`src/rtl/intr_src_pkg.sv`:
```
// Package: shared widths and status bit positions for the interrupt
// source mask/status register. The bit positions are decoded by the
// servicing software, so they are fixed here.
package intr_src_pkg;
    localparam int REG_W    = 8;   // register width
    localparam int STAT_W   = 6;   // status bits returned on read
    localparam int EXT_BIT  = 0;   // external input rising edge
    localparam int LVL_BIT  = 2;   // FIFO level request
    localparam int TMR_BIT  = 5;   // timer output rising edge
endpackage

```
`src/rtl/intr_sync.sv`:
```
// Module: intr_sync
// Multi-flop synchroniser for one asynchronous bit.
// Assumes: STAGES >= 2; the input may change at any time relative to clk.
module intr_sync #(
    parameter int STAGES = 2
) (
    input  logic clk,
    input  logic rst_n,
    input  logic async_in,
    output logic sync_out
);
    logic [STAGES-1:0] chain_q;

    // Shift the input through the synchroniser chain.
    always_ff @(posedge clk) begin
        if (!rst_n) chain_q <= '0;
        else        chain_q <= {chain_q[STAGES-2:0], async_in};
    end

    assign sync_out = chain_q[STAGES-1];
endmodule

```
`src/rtl/intr_edge_latch.sv`:
```
// Module: intr_edge_latch
// Detects a rising edge on a synchronous input and holds it as pending.
// Capture happens only while the enable bit is 1. A disabling write
// clears the pending flag and takes priority over a new edge.
// Assumes: sig_in is synchronous to clk.
module intr_edge_latch (
    input  logic clk,
    input  logic rst_n,
    input  logic sig_in,
    input  logic en_bit,
    input  logic dis_wr,
    output logic pend
);
    logic sig_d;
    logic rise;

    // Remember the previous input sample for edge detection.
    always_ff @(posedge clk) begin
        if (!rst_n) sig_d <= 1'b0;
        else        sig_d <= sig_in;
    end

    assign rise = sig_in & ~sig_d;

    // Hold the pending flag: clear on disable, set on enabled rise.
    always_ff @(posedge clk) begin
        if (!rst_n)                pend <= 1'b0;
        else if (dis_wr)           pend <= 1'b0;
        else if (en_bit && rise)   pend <= 1'b1;
    end

    AST_NO_LATCH_DISABLED: assert property (@(posedge clk) disable iff (!rst_n)
        (!en_bit && !pend) |=> !pend);
    AST_HOLD_PENDING: assert property (@(posedge clk) disable iff (!rst_n)
        (pend && !dis_wr) |=> pend);
    AST_CLEAR_ON_DISABLE: assert property (@(posedge clk) disable iff (!rst_n)
        dis_wr |=> !pend);
endmodule

```
`src/rtl/intr_src_reg.sv`:
```
// Module: intr_src_reg
// Interrupt source mask and status register. A write loads the enable
// mask. A read returns the pending status of the enabled sources in
// bits [5:0]. The registered request line is the OR of the status bits.
// Assumes: ext_in is asynchronous; fifo_lvl and tmr_out are synchronous.
module intr_src_reg
    import intr_src_pkg::*;
#(
    parameter int SYNC_STAGES = 2
) (
    input  logic             clk,
    input  logic             rst_n,
    input  logic             wr_en,
    input  logic [REG_W-1:0] wr_data,
    output logic [REG_W-1:0] rd_data,
    input  logic             ext_in,
    input  logic             fifo_lvl,
    input  logic             tmr_out,
    output logic             irq_out
);
    logic [REG_W-1:0]  en_q;
    logic [STAT_W-1:0] status;
    logic              ext_sync;
    logic              ext_pend;
    logic              tmr_pend;

    // Load the enable mask on a write.
    always_ff @(posedge clk) begin
        if (!rst_n)     en_q <= '0;
        else if (wr_en) en_q <= wr_data;
    end

    intr_sync #(.STAGES(SYNC_STAGES)) u_ext_sync (
        .clk      (clk),
        .rst_n    (rst_n),
        .async_in (ext_in),
        .sync_out (ext_sync)
    );

    intr_edge_latch u_ext_edge (
        .clk    (clk),
        .rst_n  (rst_n),
        .sig_in (ext_sync),
        .en_bit (en_q[EXT_BIT]),
        .dis_wr (wr_en && !wr_data[EXT_BIT]),
        .pend   (ext_pend)
    );

    intr_edge_latch u_tmr_edge (
        .clk    (clk),
        .rst_n  (rst_n),
        .sig_in (tmr_out),
        .en_bit (en_q[TMR_BIT]),
        .dis_wr (wr_en && !wr_data[TMR_BIT]),
        .pend   (tmr_pend)
    );

    // Assemble the status vector; unused positions read zero.
    always_comb begin
        status          = '0;
        status[EXT_BIT] = ext_pend;
        status[LVL_BIT] = fifo_lvl & en_q[LVL_BIT];
        status[TMR_BIT] = tmr_pend;
    end

    assign rd_data = {{(REG_W-STAT_W){1'b0}}, status};

    // Register the combined request.
    always_ff @(posedge clk) begin
        if (!rst_n) irq_out <= 1'b0;
        else        irq_out <= |status;
    end

    AST_IRQ_RAISE: assert property (@(posedge clk) disable iff (!rst_n)
        (rd_data != '0) |=> irq_out);
    AST_IRQ_DROP: assert property (@(posedge clk) disable iff (!rst_n)
        (rd_data == '0) |=> !irq_out);
    AST_LEVEL_MASKED: assert property (@(posedge clk) disable iff (!rst_n)
        !en_q[LVL_BIT] |-> !rd_data[LVL_BIT]);
endmodule

```
`config.mk`:
```
export PLATFORM = sky130hd
export DESIGN_NAME = intr_src_reg
export DESIGN_NICKNAME = d
export VERILOG_FILES = /design/src/rtl/intr_src_pkg.sv /design/src/rtl/intr_sync.sv /design/src/rtl/intr_edge_latch.sv /design/src/rtl/intr_src_reg.sv
export SDC_FILE = /design/constraint.sdc
export NUM_CORES = 1
export LEC_CHECK = 0
export BUFFER_PORTS_ARGS = -buffer_cell sky130_fd_sc_hd__clkbuf_2
export CORE_AREA = 2 2 39 41
export DETAILED_ROUTE_END_ITERATION = 10
export DIE_AREA = 0 0 41 43
export GPL_TIMING_DRIVEN = 0
export PLACE_DENSITY = 0.73
export SYNTH_ARGS = -nofsm -noshare
export SYNTH_HDL_FRONTEND = slang
export SYNTH_SLANG_ARGS = --single-unit
```
`constraint.sdc`:
```
create_clock -name clk -period 0.95 [get_ports clk]
set_clock_uncertainty 0.2 [all_clocks]
set_input_delay 0.1425 -clock clk [delete_from_list [all_inputs] [get_ports clk]]
set_output_delay 0.1425 -clock clk [all_outputs]
set_load 0.01 [all_outputs]
```
==> results.md <==
- The all-layer global routing usage is 11.2%.
- The final cell count without fillers is 77.
- The endpoint of the lowest-slack register-to-register path is irq_out$_SDFF_PN0_.
- Synthesis instantiated 14 different standard cells from the library.
- The number of antenna violations at the first check in global routing was 0.
- The number of pins with negative max-slew slack in the final report came to 0.
- STA classifies the critical path endpoint as an output port.
- The period utilization is 122%.
- Adding up every negative setup slack in the final design gives -0.824 ns.
- The share of synthesized flip-flops with an asynchronous set or reset is 0%.
- The number of DRC violations after detailed-routing iteration 0 is 6.
- During synthesis, Yosys emitted a total of 0 warnings.
- The core region is 0.00138 mm2.
- The fmax is 862 MHz.
- The net count of the finished layout is 77.
- Summed over all cells, the static leakage comes to 0.000289 uW.
- Along the worst hold path, the cell count comes to 2.
- The worst-case hold path end point is u_ext_sync.chain_q[0]$_SDFF_PN0_.
- After synthesis the netlist holds a flip-flop and latch count of 10.
- At the worst endpoint, the required time is 0.61 ns.
- The number of sinks on the clock net is 10.
- The maximum fanout count along the critical path is 2.
- Combinational cells account for 14.2% of the total power.
- The antenna diode count is 0.
- The tightest min-delay check is of the in -> reg type.
- After detailed routing, the total wire length is 716 um.
- The top-level I/O count is 23.
- Cell internal power was estimated by the tool at 655 uW.
- The signal on the critical path passes through and2_4 > buf_6.
- In the final layout, the share of cells above drive strength 1 is 63.9%.
- The xor and xnor area share after synthesis is 0%.
- The die covers 0.00176 mm2.
- The arrival time reported for the critical path endpoint is 0.82 ns.
- The synthesized area is 419 um2.
- Of the total power, the clock network draws 32.6%.
- The biggest area contributor in the post-synthesis netlist is dfxtp_1.
- The number of global-route vias before repair was 294.
- The remaining number of nets flagged by the antenna check after routing is 0.
- Of the total power, registers draw 53.3%.
- Clock tree synthesis selected as its root buffer the cell clkbuf_4.
- In this run the register-to-register setup slack is -0.17 ns.
- The final reports fail on negative hold slack, negative setup slack.
- After detailed routing, the average wire length per cell comes to 9.30 um.
- The number of iterations in the first detailed-routing pass is 3.
- Of the synthesized area, sequential elements account for 47.8%.
- Ranked by instance count, the synthesized netlist is headed by dfxtp_1, buf_4, and2_1, nor2_1.
- After detailed routing, the number of remaining DRC violations is 0.
- Buffers inserted during clock tree synthesis total 3.
- The worst-case vdd ir drop is 0.000481 V.
- After synthesis, the largest family of logic cells by area is simple AND/OR/NAND/NOR gates.
- Compared with the post-synthesis result, the final layout area differs by 44.2%.
- The first global-routing pass estimated 1150 um of wire.
- The count of port buffers added during placement is 12.
- In the synthesized netlist, the number of instances is 39.
- The initial utilization of the core area, before any placement, comes to 30.3%.
- The worst hold slack across all endpoints is -0.108 ns.
- The cell area power density is 1400 mW/mm2.
- The average instance area after synthesis is 10.7 um2.
- The share of the synthesized area in compound gates (AO/OA/AOI/OAI) is 8.06%.
- The die span in y is 43 um.
- Of the post-synthesis cell area, the dominant cell type holds 47.8%.
- The slowest cell on the critical path is dfxtp_2.
- TritonCTS built the clock tree.
- The worst hold path begins at ext_in.
- The critical path class is reg -> out.
- The number of enable-type register cells in the synthesized netlist is 0.
- The adder-cell area share of the yosys netlist is 0%.
- The floorplan step set the die width to 41 um.
- For this run, the leading register cell type out of synthesis is dfxtp_1.
- Measured in cells, the most critical reg-to-reg path has a length of 3.
- The clock latency of the later-clocked register in the worst-skew pair is 0.26 ns.
- Setup repair after global routing could not meet its margin everywhere.
- Sorting the synthesized cells by area gives the leading types as dfxtp_1, buf_4, nor2b_4, a211oi_2, and2_1.
- The run finished, with violations left.
- For this run, the share of the core covered by cells in the final layout is 43.7%.
- The total number of vias is 302.
- After Yosys synthesis, and, or, nand and nor cells account for 25.7% of the synthesized area.
- The mean number of vias per cell is 3.92.
- The count of endpoints failing hold in the final timing report is 7.
- The worst setup path is launched from a flop.
- The max-capacitance violation count is 0.
- The CTS H-tree depth is 1.
- In the post-synthesis netlist, the cell with the most instances is dfxtp_1.
- The sum of overflow across all layers after global routing is 0.
- The cell count after placement is 71.
- The smallest clock period supported by the final layout is computed as 1.16 ns.
- The number of rows in the core area is 14.
- The final RePlAce weighted congestion is 0.678.
- Entering global routing, the biggest net connects 7 pins.
- The count of endpoints failing setup in the final report is 5.
- In this run the critical register-to-register path is launched from en_q[2]$_SDFFE_PN0P_.
- In this run the worst setup path begins at en_q[2]$_SDFFE_PN0P_.
- In this run the power spent charging and discharging nets is 190 uW.
- The half-perimeter wire length of the detailed placement result is 544 um.
- Multiplexer cells account for 2.39% of the synthesized area.
- Of the total power, the share spent switching nets is 22.4%.
- In this design, the stage delay of the slowest critical-path cell is 0.32 ns.
- The clock passes through at most 2 buffers.
- The worst-case setup margin in the final layout is -0.211 ns.
- The clock-pin slew on the worst setup and hold paths is 0.06 ns.
- After clock tree synthesis, the flow added hold-fix buffers numbering 1.
## metrics by stage
step | setup slack [ns] | total power (uW) | area (um2)
3_3_place_gp | -0.0123 | 558 | 514
4_1_cts | -0.234 | 851 | 593
5_1_grt | -0.251 | 889 | 604
6_report | -0.211 | 845 | 604
2_1_floorplan | -0.0131 | 524 | 434
3_5_place_dp | -0.0256 | 561 | 514
## placed cells by master (no fill, tap or decap)
| cell | Yosys | routed |
|---|---|---|
| inv_2 | 1 | 3 |
| and2_1 | 4 | 4 |
| dfxtp_2 | 0 | 4 |
| a211oi_2 | 2 | 2 |
| nand3b_1 | 2 | 2 |
| dfxtp_1 | 10 | 6 |
| nor2_1 | 3 | 3 |
| and2_4 | 1 | 1 |
| conb_1 | 1 | 5 |
| nor3_2 | 2 | 2 |
| nor2b_4 | 2 | 2 |
| buf_6 | 0 | 8 |
| clkbuf_4 | 0 | 3 |
| o31a_1 | 1 | 1 |
| mux2i_1 | 1 | 1 |
| buf_4 | 7 | 6 |
| clkbuf_2 | 0 | 8 |
## kinds of logic after synthesis
| family | count (synthesis) |
|---|---|
| AND/OR/NAND/NOR | 14 |
| multiplexers | 1 |
| other | 1 |
| flip-flops | 10 |
| AO/OA/AOI/OAI | 3 |
| buffers and inverters | 10 |
## cell type report
| type | count | area [um2] |
|---|---|---|
| multi-input cells | 23 | 170 |
| fillers | 143 | 779 |
| flip-flops and latches | 10 | 205 |
| repair buffers | 15 | 115 |
| well taps | 16 | 20.0 |
| inverters | 3 | 11.3 |
| plain buffers | 7 | 60.1 |
| clock buffers | 3 | 22.5 |
## worst max-delay path by stage
stage,end,slack [ns],depth (start not counted)
after floorplan,irq_out$_SDFF_PN0_,-0.01,2
after global placement,irq_out$_SDFF_PN0_,-0.01,2
after detailed placement,irq_out$_SDFF_PN0_,-0.03,2
after CTS,rd_data[2],-0.23,2
after global routing,rd_data[2],-0.25,2
final,rd_data[2],-0.21,2
## state kept, by name, indices dropped and copies added, names as in the netlist
register	flops
u_tmr_edge.sig_d	1
u_ext_edge.sig_d	1
u_ext_edge.pend	1
u_tmr_edge.pend	1
en_q	3
irq_out	1
u_ext_sync.chain_q	2
## repair_timing
action / 4_1_cts / 5_1_grt
endpoints found under the setup margin: 5 / 8
endpoints found under the hold margin: 9 / 7
pin swaps: 0 / 2
gates resized for setup: 7 / 9
setup buffers: 3 / 0
## layer usage
metal  track usage, %  wire length [um]
met3             4.71                26
met5                0                 0
met1             10.1               280
met2             15.6               389
met4             14.0                19
## worst max-delay path, delay by kind of cell (launching register included)
kind	cells	cell delay, ns
DFF	1	0.32
and+or+nand+nor	1	0.13
buffers and inverters	1	0.11
## power groups by stage
stage / Clock, uW / Combinational (uW) / Sequential [uW]
after global routing: 304 / 133 / 452
final: 275 / 120 / 450
after floorplan: 0 / 68.8 / 456
after detailed placement: 0 / 103 / 458
after CTS: 285 / 117 / 449
after global placement: 0 / 101 / 456
Note: power is estimated with default switching activity, not from simulation.
